## src/rtl/spi_page_bridge_pkg.sv

```systemverilog
package spi_page_bridge_pkg;
  localparam logic [2:0]  OFF_DATA     = 3'd4;
  localparam logic [23:0] PAGE_RELEASE = 24'hFFFFFE;
  localparam logic [23:0] PAGE_DATA    = 24'hFFFFFD;
  localparam logic [7:0]  IDLE_READ    = 8'hFF;

  typedef enum logic {ST_IDLE, ST_SHIFT} bridge_st_e;
endpackage

```

## src/rtl/spi_addr_window.sv

```systemverilog
module spi_addr_window #(
  parameter int          NBYTES   = 4,
  parameter logic [23:0] REL_PAGE = 24'hFFFFFE,
  parameter logic [23:0] DAT_PAGE = 24'hFFFFFD
) (
  input  logic                     clk_i,
  input  logic                     rst_ni,
  input  logic                     we_i,
  input  logic [$clog2(NBYTES)-1:0] sel_i,
  input  logic [7:0]               wdata_i,
  output logic [7:0]               byte_o,
  output logic                     hit_rel_o,
  output logic                     hit_dat_o
);
  localparam int AW = NBYTES * 8;

  logic [7:0] byte_q [NBYTES];
  logic [AW-1:0] addr;

  for (genvar g = 0; g < NBYTES; g++) begin : g_byte
    always_ff @(posedge clk_i or negedge rst_ni) begin
      if (!rst_ni)                           byte_q[g] <= '0;
      else if (we_i && sel_i == g[$clog2(NBYTES)-1:0]) byte_q[g] <= wdata_i;
    end
    assign addr[g*8 +: 8] = byte_q[g];

    // only the selected byte may change
    assert_byte_hold_R1: assert property (@(posedge clk_i) disable iff (!rst_ni)
      !(we_i && sel_i == g[$clog2(NBYTES)-1:0]) |=> $stable(byte_q[g]));
  end

  assign byte_o    = byte_q[sel_i];
  assign hit_rel_o = addr[AW-1:8] == REL_PAGE;
  assign hit_dat_o = addr[AW-1:8] == DAT_PAGE;
endmodule

```

## src/rtl/spi_byte_shifter.sv

```systemverilog
module spi_byte_shifter #(
  parameter int DIV = 4
) (
  input  logic       clk_i,
  input  logic       rst_ni,
  input  logic       start_i,
  input  logic [7:0] tx_i,
  input  logic       miso_i,
  output logic       busy_o,
  output logic       done_o,
  output logic [7:0] rx_o,
  output logic       sclk_o,
  output logic       mosi_o
);
  localparam int HALF = DIV / 2;
  localparam int CW   = (HALF > 1) ? $clog2(HALF) : 1;

  logic          busy_q, done_q, sclk_q;
  logic [7:0]    sr_q, rx_q;
  logic [CW-1:0] cnt_q;
  logic [2:0]    bit_q;

  always_ff @(posedge clk_i or negedge rst_ni) begin
    if (!rst_ni) begin
      busy_q <= 1'b0;
      done_q <= 1'b0;
      sclk_q <= 1'b0;
      sr_q   <= '0;
      rx_q   <= '0;
      cnt_q  <= '0;
      bit_q  <= '0;
    end else begin
      done_q <= 1'b0;
      if (start_i && !busy_q) begin
        busy_q <= 1'b1;
        sr_q   <= tx_i;
        bit_q  <= '0;
        cnt_q  <= '0;
        sclk_q <= 1'b0;
      end else if (busy_q) begin
        if (cnt_q == CW'(HALF - 1)) begin
          cnt_q <= '0;
          if (!sclk_q) begin
            sclk_q <= 1'b1;
            rx_q   <= {rx_q[6:0], miso_i};   // sample on rising edge
          end else begin
            sclk_q <= 1'b0;
            if (bit_q == 3'd7) begin
              busy_q <= 1'b0;
              done_q <= 1'b1;
            end else begin
              bit_q <= bit_q + 3'd1;
              sr_q  <= {sr_q[6:0], 1'b0};    // next bit on falling edge
            end
          end
        end else begin
          cnt_q <= cnt_q + CW'(1);
        end
      end
    end
  end

  assign busy_o = busy_q;
  assign done_o = done_q;
  assign rx_o   = rx_q;
  assign sclk_o = sclk_q;
  assign mosi_o = sr_q[7];

  assert_sclk_idle_R3: assert property (@(posedge clk_i) disable iff (!rst_ni)
    !busy_q |-> !sclk_q);
  assert_mosi_stable_R3: assert property (@(posedge clk_i) disable iff (!rst_ni)
    (sclk_q && $past(sclk_q)) |-> $stable(mosi_o));
  assert_done_idle_R5: assert property (@(posedge clk_i) disable iff (!rst_ni)
    done_q |-> !busy_q && !sclk_q);
endmodule

```

## src/rtl/spi_page_bridge.sv

```systemverilog
module spi_page_bridge
  import spi_page_bridge_pkg::*;
#(
  parameter int DIV = 4
) (
  input  logic       clk_i,
  input  logic       rst_ni,
  input  logic       req_i,
  input  logic       we_i,
  input  logic [2:0] off_i,
  input  logic [7:0] wdata_i,
  output logic       ready_o,
  output logic [7:0] rdata_o,
  output logic       busy_o,
  output logic       sclk_o,
  output logic       cs_no,
  output logic       mosi_o,
  input  logic       miso_i
);
  bridge_st_e state_q;
  logic       cs_q;
  logic       hit_rel, hit_dat, sh_busy, sh_done;
  logic [7:0] win_byte, sh_rx;
  logic       reg_acc, dp_acc, start, release_cs, reg_wr;

  assign reg_acc    = req_i && state_q == ST_IDLE && !off_i[2];
  assign dp_acc     = req_i && state_q == ST_IDLE && off_i == OFF_DATA;
  assign start      = dp_acc && hit_dat;
  assign release_cs = dp_acc && we_i && hit_rel;
  assign reg_wr     = reg_acc && we_i;

  spi_addr_window #(
    .NBYTES  (4),
    .REL_PAGE(PAGE_RELEASE),
    .DAT_PAGE(PAGE_DATA)
  ) u_win (
    .clk_i    (clk_i),
    .rst_ni   (rst_ni),
    .we_i     (reg_wr),
    .sel_i    (off_i[1:0]),
    .wdata_i  (wdata_i),
    .byte_o   (win_byte),
    .hit_rel_o(hit_rel),
    .hit_dat_o(hit_dat)
  );

  spi_byte_shifter #(.DIV(DIV)) u_shift (
    .clk_i  (clk_i),
    .rst_ni (rst_ni),
    .start_i(start),
    .tx_i   (we_i ? wdata_i : 8'hFF),
    .miso_i (miso_i),
    .busy_o (sh_busy),
    .done_o (sh_done),
    .rx_o   (sh_rx),
    .sclk_o (sclk_o),
    .mosi_o (mosi_o)
  );

  always_ff @(posedge clk_i or negedge rst_ni) begin
    if (!rst_ni) begin
      state_q <= ST_IDLE;
      cs_q    <= 1'b1;
    end else begin
      if (start)           cs_q <= 1'b0;
      else if (release_cs) cs_q <= 1'b1;
      case (state_q)
        ST_IDLE:  if (start)   state_q <= ST_SHIFT;
        ST_SHIFT: if (sh_done) state_q <= ST_IDLE;
        default:               state_q <= ST_IDLE;
      endcase
    end
  end

  always_comb begin
    ready_o = 1'b0;
    rdata_o = IDLE_READ;
    if (state_q == ST_SHIFT) begin
      ready_o = req_i && sh_done;
      rdata_o = sh_rx;
    end else begin
      ready_o = req_i && !start;
      if (!off_i[2]) rdata_o = win_byte;
    end
  end

  assign busy_o = sh_busy;
  assign cs_no  = cs_q;

  assert_cs_hold_R7: assert property (@(posedge clk_i) disable iff (!rst_ni)
    !dp_acc |=> $stable(cs_no));
  assert_cs_low_busy_R3: assert property (@(posedge clk_i) disable iff (!rst_ni)
    busy_o |-> !cs_no);
  assert_stall_R6: assert property (@(posedge clk_i) disable iff (!rst_ni)
    busy_o |-> !ready_o);
  assert_release_R2: assert property (@(posedge clk_i) disable iff (!rst_ni)
    release_cs |=> cs_no);
endmodule

```

## config.mk

```make
export PLATFORM = sky130hd
export DESIGN_NAME = spi_page_bridge
export DESIGN_NICKNAME = d
export VERILOG_FILES = /design/src/rtl/spi_page_bridge_pkg.sv /design/src/rtl/spi_addr_window.sv /design/src/rtl/spi_byte_shifter.sv /design/src/rtl/spi_page_bridge.sv
export SDC_FILE = /design/constraint.sdc
export NUM_CORES = 1
export LEC_CHECK = 0
export BUFFER_PORTS_ARGS = -buffer_cell sky130_fd_sc_hd__buf_2
export CORE_MARGIN = 2
export CORE_UTILIZATION = 50
export DETAILED_ROUTE_END_ITERATION = 8
export GPL_TIMING_DRIVEN = 0
export PLACE_DENSITY_LB_ADDON = 0.1
export SLEW_MARGIN = 10
export SYNTH_ARGS = -nofsm -noshare
export SYNTH_HDL_FRONTEND = slang
export SYNTH_SLANG_ARGS = --single-unit
```

## constraint.sdc

```tcl
create_clock -name clk_i -period 4 [get_ports clk_i]
set_input_delay 0.8 -clock clk_i [delete_from_list [all_inputs] [get_ports clk_i]]
set_output_delay 0.8 -clock clk_i [all_outputs]
set_load 0.01 [all_outputs]
```

# Yosys cells after proc, flatten, opt, wreduce, memory -nomap -nowiden
# Index checks and enable logic that the tools add are counted.
[totals]
reg_bits = 57
inputBits = 16
out_inout_bits = 13
[classes]
n_addsub = 2
order_cmp = 1
n_eq_ne = 8
mux = 39
bitwise_logic = 4
n_reduce_logical = 25
[op_table]
columns = ["operator", "count"]
rows = [
  ["2-to-1 mux 8 bit", 10],
  ["equality test 24 bit, second input constant", 2],
  ["2-to-1 mux 1 bit", 22],
  ["binary-select mux 8 bit (select 2 bit)", 1],
  ["2-to-1 mux 3 bit", 5],
  ["logical AND 1 bit", 14],
  ["AND reduction 4 bit", 2],
  ["nonzero test 2 bit", 4],
  ["equality test 3 bit, second input constant", 2],
  ["equality test 2 bit, second input constant", 2],
  ["adder 3 x 1 -> 3 bit, second input constant", 1],
  ["greater-or-equal comparator 3 bit, second input constant", 1],
  ["logical NOT 1 bit", 3],
  ["NOT 1 bit", 3],
  ["NOT 2 -> 3 bit", 1],
  ["equality test 2 x 1 -> 1 bit, second input constant", 1],
  ["logical NOT 2 bit", 1],
  ["!= test 2 x 1 -> 1 bit, second input constant", 1],
  ["one-hot mux 1 bit (2 select lines)", 1],
  ["AND reduction 2 bit", 1],
  ["adder 1 bit, second input constant", 1],
]

# Longest topological paths before layout
[logic_depth]
depth_word = 7
depth_mapped = 6
depth_no_buf = 5

# Cells and area by module
# Synthesis repeated with hierarchy kept, for this count alone.
[hier_totals]
hier_cells = 215
area_unflattened_um2 = 2807.7
[by_module_without_submodules]
columns = ["module", "instances", "cells_each", "area_per_inst_um2"]
rows = [
  ["spi_addr_window", 1, 90, 1486.4],
  ["spi_byte_shifter", 1, 77, 999.7],
  ["spi_page_bridge", 1, 48, 321.6],
]

# Worst setup path before layout
# Ideal clock, no wire load.
[synth_path]
path_kind = "input to output"
startpoint = "input port off_i[1]"
endpoint = "output port ready_o"
t_arrival_ns = 1.685
path_slack_ns = 1.515
stages = 4
path_buffers = 0
cell_sequence = "nand4bb_4 -> nor4_4 -> nand2_1 -> and3_1"
[synth_via]
elab_chain_cells = 6
[synth_rtl]
columns = ["element", "line", "rtl"]
rows = [
  ["from (decl)", "spi_page_bridge.sv:10", "input logic [2:0] off_i,"],
  ["equality test 3 bit", "spi_page_bridge.sv:27", "assign dp_acc = req_i && state_q == ST_IDLE && off_i == OFF_DATA;"],
  ["logical AND 1 bit", "spi_page_bridge.sv:27", ""],
  ["logical AND 1 bit", "spi_page_bridge.sv:28", "assign start = dp_acc && hit_dat;"],
  ["logical NOT 1 bit", "spi_page_bridge.sv:82", "ready_o = req_i && !start;"],
  ["logical AND 1 bit", "spi_page_bridge.sv:82", ""],
  ["2-to-1 mux 1 bit", "spi_page_bridge.sv:78", "if (state_q == ST_SHIFT) begin"],
  ["to (decl)", "spi_page_bridge.sv:12", "output logic ready_o,"],
]
# No other way between the ends.

# Worst setup path in the final report
[layout_path]
startpoint = "input port off_i[1]"
endpoint = "output port rdata_o[5]"
[layout_via]
elab_chain_cells = 6
[layout_rtl]
columns = ["element", "line", "rtl"]
rows = [
  ["NOT 2 -> 3 bit (not written as such)", "spi_addr_window.sv:32", "assign byte_o = byte_q[sel_i];"],
  ["binary-select mux 8 bit (select 2 bit)", "spi_addr_window.sv:32", ""],
  ["2-to-1 mux 8 bit (not written as such) (2 in series)", "spi_addr_window.sv:32", ""],
  ["2-to-1 mux 8 bit", "spi_page_bridge.sv:83", "if (!off_i[2]) rdata_o = win_byte;"],
  ["2-to-1 mux 8 bit", "spi_page_bridge.sv:78", ""],
  ["to (decl)", "spi_page_bridge.sv:13", "output logic [7:0] rdata_o,"],
]
# No other way between the ends. The select of a mux whose other input is x is not followed.

==> flow_summary.ini <==
[outcome]
status = finished clean

[power]
leakage_nw = 1.62
p_per_area_nw_per_um2 = 347
ir_drop_v = 0.000249

[die]
io_pins = 29
die_x_um = 78.3
coreArea_um2 = 5410
initial_core_util = 0.511
die-area_um2 = 6130
die_h_um = 78.3
placementRows = 27

[grt]
first_global_vias = 1746
track_usage = 0.195
grt_pass1_wl_mm = 8.80
grt_overflow_total = 0
grt_max_degree = 58
antenna_found_initial = 0

[detailed_routing]
routedWlPerCell_um = 16.6
wl_mm = 5.45
avgViaCountPerCell = 5.38
drt_iter0_markers = 79
final_antenna_net_count = 0
dr_total_vias = 1771
drt_pass1_iterations = 4
route.detailed.drc = 0

[setup_path]
crit_buf_inv = 3
cp-end-kind = primary output
arrival_ns = 2.11
start_kind = input pin
crit_family = buffers and inverters
criticalPathCategory = in -> out
cp_slowest_cell = mux4_2
required_ns = 3.20
reg2reg_slack_ns = 2.34
path_cells = buf_2, buf_2, mux4_2, nor2_1, a21oi_1, buf_2
worstPathMaxFanout = 10
critPathMaxStageDelay_ns = 0.57
crit_path_frequent_cell = buf_2

[clock_tree]
cts.reportedPaths.clkPinSlew_ns = 0.06
cts_buffers = 9
cts_root_buf = clkbuf_8
cts_setup_buffers = 0
clock_sinks = 57
cts.htree.levels = 3
cts_max_path_buffers = 2
hold_buffers = 0
cts_resized = 0
clkLatencyLatePin_ns = 0.33
cts_tree = done

[layout]
ff_latch_area_um2 = 1430
multi_input_area_um2 = 1260
diodes = 0
syn_to_final_growth_pct = 14.7
final_nets = 270
nFillCells = 465
design_area_um2 = 3170
drive_above_1_share = 0.377

[timing]
final_hold_viol_count = 0
drv_slew = 0
max_freq_mhz = 344
rsz0062_at_grt = false
skew_ns = 0.00495
fin_tns_setup_ns = 0
setup_viol = 0
fin_crit_sh = 0.726
fin_ws_ns = 1.09
period_needed_ns = 2.91
relSlewSlack = 0.519
max_slew.worst_pin.slew_ns = 0.722

[yosys]
synth.top_cell.area_share = 0.507
seq_area_frac_synth = 0.517
yosys-top-cells-count = 56 x dfrtp_1, 35 x mux2_2, 16 x mux2i_1, 11 x nor2_1, 10 x nand2_1
synth-edff-count = 0
avgSynthCellArea_um2 = 13.0
synth_cells = 213
synthArstFlopShare = 1.00
yosysTopAreaCell = dfrtp_1
ys.flop_type = dfrtp_1
syn_nets = 231
synth_cell_types = 40
yosysWarningCount = 0
synthTopCellsByArea = dfrtp_1 51%, mux2_2 14%, mux2i_1 5.8%
synth_area_um2 = 2760
yosysMostFrequentCell = dfrtp_1
synth.ff_latch_count = 57

[placed_design]
gp_congestion = 0.841
port_buffers = 28
placed_cell_area_um2 = 2990
dpl.hpwl_mm = 3.85
place_ws_ns = 1.07

[flow_run]
drv_cap = 0

[min_path]
hold_class = reg -> reg
## registers in the layout, indices dropped and copies added (netlist names)
register / cells
u_shift.done_o: 1
u_win.addr: 32
u_shift.cnt_q: 1
state_q: 1
cs_no: 1
u_shift.sclk_o: 1
u_shift.rx_o: 8
u_shift.sr_q: 8
u_shift.bit_q: 3
u_shift.busy_o: 1
## metrics by stage
stage	hold slack [ns]	cells	total power [W]	utilization
finish	0.483	329	0.00110	0.586
global route	0.501	329	0.00115	0.586
CTS	0.485	329	0.00112	0.586
detailed placement	0.472	313	0.000642	0.554
global placement	0.464	313	0.000641	0.553
floorplan	0.450	213	0.000610	-
## metal layers
layer	vias up	track usage	routed length [µm]	part of all wire
met1	876	0.263	2550	0.47
met3	10	0.0828	245	0.045
li1	852	-	-	-
met2	33	0.285	2550	0.47
met5	-	0	0	0
met4	0	0.0632	100	0.018
## where the power goes
group / switching, W / total, W / leakage, nW / internal, W
combinational: 0.0000287 / 0.0000468 / 0.797 / 0.0000181
sequential: 0.00000263 / 0.000583 / 0.731 / 0.000580
clock: 0.000214 / 0.000470 / 0.0932 / 0.000255
## tightest hold or removal path, stage by stage, from the launching register on
cell	delay [ns]
dfrtp_1	0.34
nand2_1	0.05
o21ai_0	0.06
## final cells by class
cell class              instances  area share
inverters                       9      0.0107
well taps                      72      0.0284
multi-input cells             139       0.397
clock buffers                  13      0.0502
plain buffers                   8      0.0138
clock inverters                 3     0.00474
repair buffers                 28      0.0450
flip-flops and latches         57       0.451
## cell usage in the layout, fill, tap and decap left out, drive strengths merged
cell type and instances:
a21o 1, a21oi 9, a22o 1, a31oi 1, a32o 1, and2 1
and3 1, and4 1, and4bb 1, buf 32, clkbuf 17, clkinv 3
dfrtp 56, dfstp 1, ha 2, inv 9, mux2 35, mux2i 16
mux4 8, nand2 11, nand2b 2, nand3 3, nand3b 3, nand4 5
nand4b 2, nand4bb 1, nor2 11, nor2b 9, nor3 1, nor4 2
nor4bb 1, o21ai 7, or2 1, xor2 2
## final timing paths
kind,startpoint,cells past startpoint,end
worst max-delay path,off_i[1],6,rdata_o[5]
worst min-delay path,u_shift.rx_o[7]$_DFFE_PN0P_,2,u_shift.rx_o[7]$_DFFE_PN0P_
worst max register to register,state_q$_DFF_PN0_,4,u_win.addr[16]$_DFFE_PN0P_
worst min register to register,u_shift.rx_o[7]$_DFFE_PN0P_,2,u_shift.rx_o[7]$_DFFE_PN0P_
max in group asynchronous,rst_ni,1,u_win.addr[20]$_DFFE_PN0P_
min in group asynchronous,rst_ni,1,u_shift.rx_o[6]$_DFFE_PN0P_
## cells by family (layout without fill, tap and decap cells)
| family | after synthesis | count (layout) | synth area share |
|---|---|---|---|
| fa+ha+maj | 2 | 2 | 0.00906 |
| mux | 59 | 59 | 0.267 |
| simple gates | 56 | 56 | 0.131 |
| flops | 57 | 57 | 0.517 |
| compound gates | 20 | 20 | 0.0408 |
| xor+xnor | 2 | 2 | 0.00634 |
| buf+inv | 17 | 61 | 0.0281 |
No activity file was read; power rests on OpenSTA's default activity.
